**src/rtl/ptmr_pkg.sv**
```systemverilog
package ptmr_pkg;
    // word offsets of the register port
    localparam int unsigned OFS_GEN = 0;
    localparam int unsigned OFS_STS = 1;
    localparam int unsigned OFS_CNT = 2;
    localparam int unsigned OFS_CFG = 3;
    localparam int unsigned OFS_CMP = 4;
    // channel configuration bit positions
    localparam int unsigned CFG_IE   = 2;
    localparam int unsigned CFG_PER  = 3;
    localparam int unsigned CFG_SETV = 6;
    localparam int unsigned CFG_W32  = 8;
endpackage

```
**src/rtl/ptmr_counter.sv**
```systemverilog
module ptmr_counter #(
    parameter int unsigned W = 32
) (
    input  logic         clk,
    input  logic         rst_n,
    input  logic         run,
    input  logic         ld,
    input  logic [W-1:0] ld_val,
    output logic [W-1:0] cnt
);
    typedef struct packed {
        logic [W-1:0] cnt;
    } cnt_st_t;

    cnt_st_t st_d, st_q;

    always_comb begin
        st_d = st_q;
        if (run) begin
            st_d.cnt = st_q.cnt + W'(1);
        end else if (ld) begin
            st_d.cnt = ld_val;
        end
    end

    always_ff @(posedge clk or negedge rst_n) begin
        if (!rst_n) st_q <= '0;
        else        st_q <= st_d;
    end

    assign cnt = st_q.cnt;

    // halted and not loaded -> value frozen
    p_hold_halted_r1: assert property (@(posedge clk) disable iff (!rst_n)
        (!run && !ld) |=> $stable(cnt));
    // running counts by one even when a load is attempted
    p_step_running_r2: assert property (@(posedge clk) disable iff (!rst_n)
        run |=> (cnt == $past(cnt) + W'(1)));
    // halted load takes the written value
    p_load_halted_r2: assert property (@(posedge clk) disable iff (!rst_n)
        (!run && ld) |=> (cnt == $past(ld_val)));
endmodule

```
**src/rtl/ptmr_channel.sv**
```systemverilog
module ptmr_channel
    import ptmr_pkg::*;
#(
    parameter int unsigned W = 32
) (
    input  logic         clk,
    input  logic         rst_n,
    input  logic         run,
    input  logic [W-1:0] cnt,
    input  logic         cfg_wr,
    input  logic         cmp_wr,
    input  logic         sts_clr,
    input  logic [W-1:0] wdata,
    output logic [W-1:0] cfg_rd,
    output logic [W-1:0] cmp,
    output logic         sts
);
    typedef struct packed {
        logic         ie;
        logic         per;
        logic         setv;
        logic         w32;
        logic [W-1:0] cmp;
        logic [W-1:0] acc;
        logic         sts;
    } ch_st_t;

    ch_st_t st_d, st_q;
    logic   hit;

    assign hit = run && (cnt == st_q.cmp);

    always_comb begin
        st_d = st_q;
        if (cfg_wr) begin
            st_d.ie   = wdata[CFG_IE];
            st_d.per  = wdata[CFG_PER];
            st_d.setv = wdata[CFG_SETV];
            st_d.w32  = wdata[CFG_W32];
        end
        if (hit && st_q.per) begin
            st_d.cmp = st_q.cmp + st_q.acc;
        end
        if (cmp_wr) begin
            if (st_q.setv) begin
                st_d.acc  = wdata;
                st_d.setv = 1'b0;
            end else begin
                st_d.cmp = wdata;
            end
        end
        if (sts_clr) st_d.sts = 1'b0;
        if (hit && st_q.ie) st_d.sts = 1'b1;
    end

    always_ff @(posedge clk or negedge rst_n) begin
        if (!rst_n) st_q <= '0;
        else        st_q <= st_d;
    end

    always_comb begin
        cfg_rd           = '0;
        cfg_rd[CFG_IE]   = st_q.ie;
        cfg_rd[CFG_PER]  = st_q.per;
        cfg_rd[CFG_SETV] = st_q.setv;
        cfg_rd[CFG_W32]  = st_q.w32;
    end

    assign cmp = st_q.cmp;
    assign sts = st_q.sts;

    // steering bit is consumed by the comparator-address write
    p_setv_clears_r3: assert property (@(posedge clk) disable iff (!rst_n)
        (cmp_wr && cfg_rd[CFG_SETV]) |=> !cfg_rd[CFG_SETV]);
    // a period load never disturbs the comparator
    p_cmp_kept_r3: assert property (@(posedge clk) disable iff (!rst_n)
        (cmp_wr && cfg_rd[CFG_SETV] && !(hit && cfg_rd[CFG_PER])) |=> $stable(cmp));
    // steering bit clear -> comparator takes the written value
    p_cmp_load_r4: assert property (@(posedge clk) disable iff (!rst_n)
        (cmp_wr && !cfg_rd[CFG_SETV]) |=> (cmp == $past(wdata)));
    // one-shot match leaves the comparator alone
    p_oneshot_keep_r7: assert property (@(posedge clk) disable iff (!rst_n)
        (hit && !cfg_rd[CFG_PER] && !cmp_wr) |=> $stable(cmp));
    // a qualified match always leaves status set
    p_set_wins_r8: assert property (@(posedge clk) disable iff (!rst_n)
        (hit && cfg_rd[CFG_IE]) |=> sts);
    // status only rises after a qualified match
    p_sts_cause_r5: assert property (@(posedge clk) disable iff (!rst_n)
        $rose(sts) |-> $past(hit && cfg_rd[CFG_IE]));
endmodule

```
**src/rtl/ptmr_top.sv**
```systemverilog
module ptmr_top
    import ptmr_pkg::*;
#(
    parameter int unsigned DATA_W = 32,
    parameter int unsigned ADDR_W = 3
) (
    input  logic              clk,
    input  logic              rst_n,
    input  logic              wr_en,
    input  logic [ADDR_W-1:0] addr,
    input  logic [DATA_W-1:0] wdata,
    output logic [DATA_W-1:0] rdata,
    output logic              irq
);
    localparam logic [ADDR_W-1:0] A_GEN = ADDR_W'(OFS_GEN);
    localparam logic [ADDR_W-1:0] A_STS = ADDR_W'(OFS_STS);
    localparam logic [ADDR_W-1:0] A_CNT = ADDR_W'(OFS_CNT);
    localparam logic [ADDR_W-1:0] A_CFG = ADDR_W'(OFS_CFG);
    localparam logic [ADDR_W-1:0] A_CMP = ADDR_W'(OFS_CMP);

    typedef struct packed {
        logic run;
    } top_st_t;

    top_st_t            st_d, st_q;
    logic [DATA_W-1:0]  cnt, cmp, cfg_rd;
    logic               sts;

    always_comb begin
        st_d = st_q;
        if (wr_en && addr == A_GEN) st_d.run = wdata[0];
    end

    always_ff @(posedge clk or negedge rst_n) begin
        if (!rst_n) st_q <= '0;
        else        st_q <= st_d;
    end

    ptmr_counter #(.W(DATA_W)) u_cnt (
        .clk    (clk),
        .rst_n  (rst_n),
        .run    (st_q.run),
        .ld     (wr_en && addr == A_CNT),
        .ld_val (wdata),
        .cnt    (cnt)
    );

    ptmr_channel #(.W(DATA_W)) u_ch (
        .clk     (clk),
        .rst_n   (rst_n),
        .run     (st_q.run),
        .cnt     (cnt),
        .cfg_wr  (wr_en && addr == A_CFG),
        .cmp_wr  (wr_en && addr == A_CMP),
        .sts_clr (wr_en && addr == A_STS && wdata[0]),
        .wdata   (wdata),
        .cfg_rd  (cfg_rd),
        .cmp     (cmp),
        .sts     (sts)
    );

    always_comb begin
        rdata = '0;
        case (addr)
            A_GEN:   rdata[0] = st_q.run;
            A_STS:   rdata[0] = sts;
            A_CNT:   rdata    = cnt;
            A_CFG:   rdata    = cfg_rd;
            A_CMP:   rdata    = cmp;
            default: rdata    = '0;
        endcase
    end

    assign irq = sts && st_q.run;

    // no interrupt while halted
    p_irq_gated_r6: assert property (@(posedge clk) disable iff (!rst_n)
        !st_q.run |-> !irq);
    // interrupt follows status while running
    p_irq_follows_r6: assert property (@(posedge clk) disable iff (!rst_n)
        (st_q.run && sts) |-> irq);
endmodule

```
**config.mk**
```make
export PLATFORM = sky130hd
export DESIGN_NAME = ptmr_top
export DESIGN_NICKNAME = d
export VERILOG_FILES = /design/src/rtl/ptmr_pkg.sv /design/src/rtl/ptmr_counter.sv /design/src/rtl/ptmr_channel.sv /design/src/rtl/ptmr_top.sv
export SDC_FILE = /design/constraint.sdc
export NUM_CORES = 1
export LEC_CHECK = 0
export ABC_AREA = 0
export BUFFER_PORTS_ARGS = -buffer_cell sky130_fd_sc_hd__buf_2
export CELL_PAD_IN_SITES_DETAIL_PLACEMENT = 0
export CELL_PAD_IN_SITES_GLOBAL_PLACEMENT = 1
export CORE_MARGIN = 3
export CORE_UTILIZATION = 45
export CTS_BUF_LIST = sky130_fd_sc_hd__clkbuf_4
export DETAILED_ROUTE_END_ITERATION = 16
export GPL_ROUTABILITY_DRIVEN = 1
export PLACE_DENSITY = 0.88
export SYNTH_ARGS = -nofsm -noshare
export SYNTH_HDL_FRONTEND = slang
export SYNTH_SLANG_ARGS = --single-unit
```
**constraint.sdc**
```tcl
create_clock -name clk -period 4.68 [get_ports clk]
set_input_delay 0.702 -clock clk [delete_from_list [all_inputs] [get_ports clk]]
set_output_delay 0.702 -clock clk [all_outputs]
set_load 0.03 [all_outputs]
```
==> metrics.cfg <==
[outcome]
outcome = complete, no violations

[synthesis]
synth_top_area_cell = dfrtp_1
ys_seq_area_share_pct = 35.45
syn_area_sq_um = 7199
synth_edf_count = 0
synthArstFlopShare_pct = 100.0
yosys_most_used_dff = dfrtp_1
yosysUniqueCellTypes = 63
syn_inst = 814
synth.avg_cell_area_sq_um = 8.844
yosysTopAreaCellShare_pct = 35.45
ys_seq_elements = 102
ys_warn_count = 0
synth_common_cells = 102 x dfrtp_1, 81 x a21oi_1, 75 x nor2_1
synth_most_common_cell = dfrtp_1
synth_area_leaders = dfrtp_1 35%, xnor2_1 5.8%, a21oi_1 5.6%
syn_nets = 885

[clock_network]
cts_hold_buffers = 0
cts_setup_buffers = 0
cts_resized = 0
cts_buffers = 9
tritoncts = done
clk_pin_slew_ps = 150
cts_root_buf = clkbuf_4
clock-sinks = 102
clock_latency_ps = 500
htree_levels = 3
clock_path_buffers = 2

[placed_design]
port_buffers = 70
dp_hpwl_microns = 15500
pre_cts_ws_ps = 1592
place_congestion = 0.8700

[critical_path]
reg2reg_to = u_ch.cmp[24]
crit_start = addr[2]
crit_end = rdata[22]
slowest_stage = nor2_2
required_ps = 3980
path_max_fanout = 18
cp_common_cell = buf_2
startpoint_type = input pin
crit_chain = buf_2 -> nand2b_1 -> nor2_2 -> buf_4 -> a22o_1 -> buf_2
arrival_ps = 2420
endpoint_kind = output port
path_class = in2out
reg2reg_depth = 11
r2r_start = u_ch.cmp[0]
rrSetupSlack_ps = 1560
slowest_delay_ps = 520

[route]
drc = 0
wl_per_cell_microns = 19.94
routed_wl_microns = 21340
dr.pass1.iters = 5
num_vias = 6400
via_per_inst = 5.981
dr.first_iter.drc_count = 552
ant_nets = 0

[sta]
rsz0062_at_grt = false
maxSlewHeadroom_pct = 33.02
finalCritPeriodShare_pct = 66.79
finalHoldViolCount = 0
fin_skew_ps = 21.26
whs_ps = 317.0
drv_slew = 0
fmax_ghz = 0.3199
tightest_slew_ps = 1005
setup_viol = 0
fin_ws_ps = 1554
fin_crit_ps = 3126
fin_tns_setup_ps = 0

[power_and_ir_drop]
switching_share_pct = 45.05
seqPwrFrac_pct = 35.3
powerDensity_nw_per_um2 = 548.5
internal_power_mw = 2.370
power_frac_comb_pct = 52.4
power_switching_mw = 1.943
power.share.clock_pct = 12.3
vdd_drop_max_v = 0.0001910
p_total_mw = 4.313
p_leak_nw = 3.470

[finish]
num-nets-final = 925
drive_above_1_share_pct = 18.51
antenna_cells = 0
fin_util_pct = 50.97
synthToLayoutAreaGrowth_pct = 9.211
fillerInstances = 1499

[global_routing]
grt_pass1_wl_microns = 33950
grt_antenna_before_repair = 0
grt_max_degree = 76
grt_pass1_vias = 6015
grt_usage_pct = 24.31
overflow = 0

[floorplanning]
die_area_sq_um = 17550
die_height_microns = 132.5
die_w_microns = 132.5
core_area_sq_um = 15430
pin_count = 71
initial_utilization_pct = 46.67
rows = 45

[worst_hold_path]
hold_class = in2async

[job]
max-cap-violations = 0

worst min-delay path by stage:
stage / startpoint / endpoint / slack [ps] / depth (start not counted)
final: rst_n / u_ch.st_q[15] / 320 / 1
after global routing: rst_n / u_ch.st_q[20] / 420 / 1
after global placement: u_ch.st_q[25] / u_ch.st_q[25] / 470 / 2
after floorplan: rst_n / st_q / 410 / 0
after detailed placement: u_ch.st_q[25] / u_ch.st_q[25] / 490 / 2
after CTS: rst_n / u_ch.st_q[31] / 370 / 1
layer usage:
layer | GRT usage [%] | share of wire [%] | up-vias
li1 | - | - | 3070
met1 | 36.98 | 49 | 3079
met2 | 35.93 | 43 | 228
met3 | 3.612 | 6.2 | 23
met4 | 6.871 | 1.7 | 0
met5 | 0 | 0 | -
cell type report:
class	instances	area, sq um	area share [%]
Multi-Input combinational cell	645	4405	56.03
Sequential cell	102	2552	32.46
Timing Repair Buffer	79	420.4	5.347
Tap cell	211	264.0	3.358
Clock buffer	11	82.58	1.050
Clock inverter	5	73.82	0.9389
Inverter	17	63.81	0.8116
flip-flops by register name, summed over array words and instances (netlist names):
signal / cells
u_ch.st_q: 32
u_ch.cfg_rd: 4
u_cnt.cnt: 32
u_ch.cmp: 32
u_ch.sts: 1
st_q: 1
power by group through the flow:
stage	Sequential [mW]	Clock (mW)	Combinational (mW)
after floorplan	1.36	0	1.83
after global routing	1.56	0.575	2.49
after global placement	1.53	0	2.20
after CTS	1.51	0.543	2.24
final	1.52	0.531	2.26
after detailed placement	1.53	0	2.22
through the flow:
stage,instances,cell area (sq um)
floorplan,814,7199
global placement,1054,7706
detailed placement,1054,7706
CTS,1070,7863
global route,1070,7863
finish,1070,7863
placed cells by master (no fill, tap or decap), drive strengths merged, types with 15 or more instances in the layout:
| master | synthesis | routed |
|---|---|---|
| xnor2 | 48 | 48 |
| ha | 32 | 32 |
| mux2i | 16 | 16 |
| mux2 | 34 | 34 |
| nor3 | 15 | 15 |
| nand3 | 40 | 40 |
| nor2 | 78 | 78 |
| buf | 5 | 79 |
| a21oi | 81 | 81 |
| a21o | 19 | 19 |
| o21ai | 49 | 49 |
| dfrtp | 102 | 102 |
| inv | 16 | 16 |
| a22o | 27 | 27 |
| nand2 | 61 | 61 |
kinds of logic (layout without fill, tap and decap cells):
| group | count (synthesis) | count (layout) | synth area share, % |
|---|---|---|---|
| AND/OR/NAND/NOR | 252 | 252 | 16.84 |
| adder cells (fa/ha/maj) | 33 | 33 | 5.839 |
| buffers and inverters | 67 | 112 | 3.615 |
| AO/OA/AOI/OAI | 253 | 253 | 23.78 |
| multiplexers | 50 | 50 | 7.543 |
| flip-flops | 102 | 102 | 35.45 |
| XOR/XNOR | 57 | 57 | 6.934 |
critical path: cells and delay by family:
| kind | cells | cell delay (ps) |
|---|---|---|
| AO/OA/AOI/OAI | 1 | 240 |
| AND/OR/NAND/NOR | 2 | 760 |
| buffers and inverters | 3 | 710 |
(Power assumes the default switching activity.)
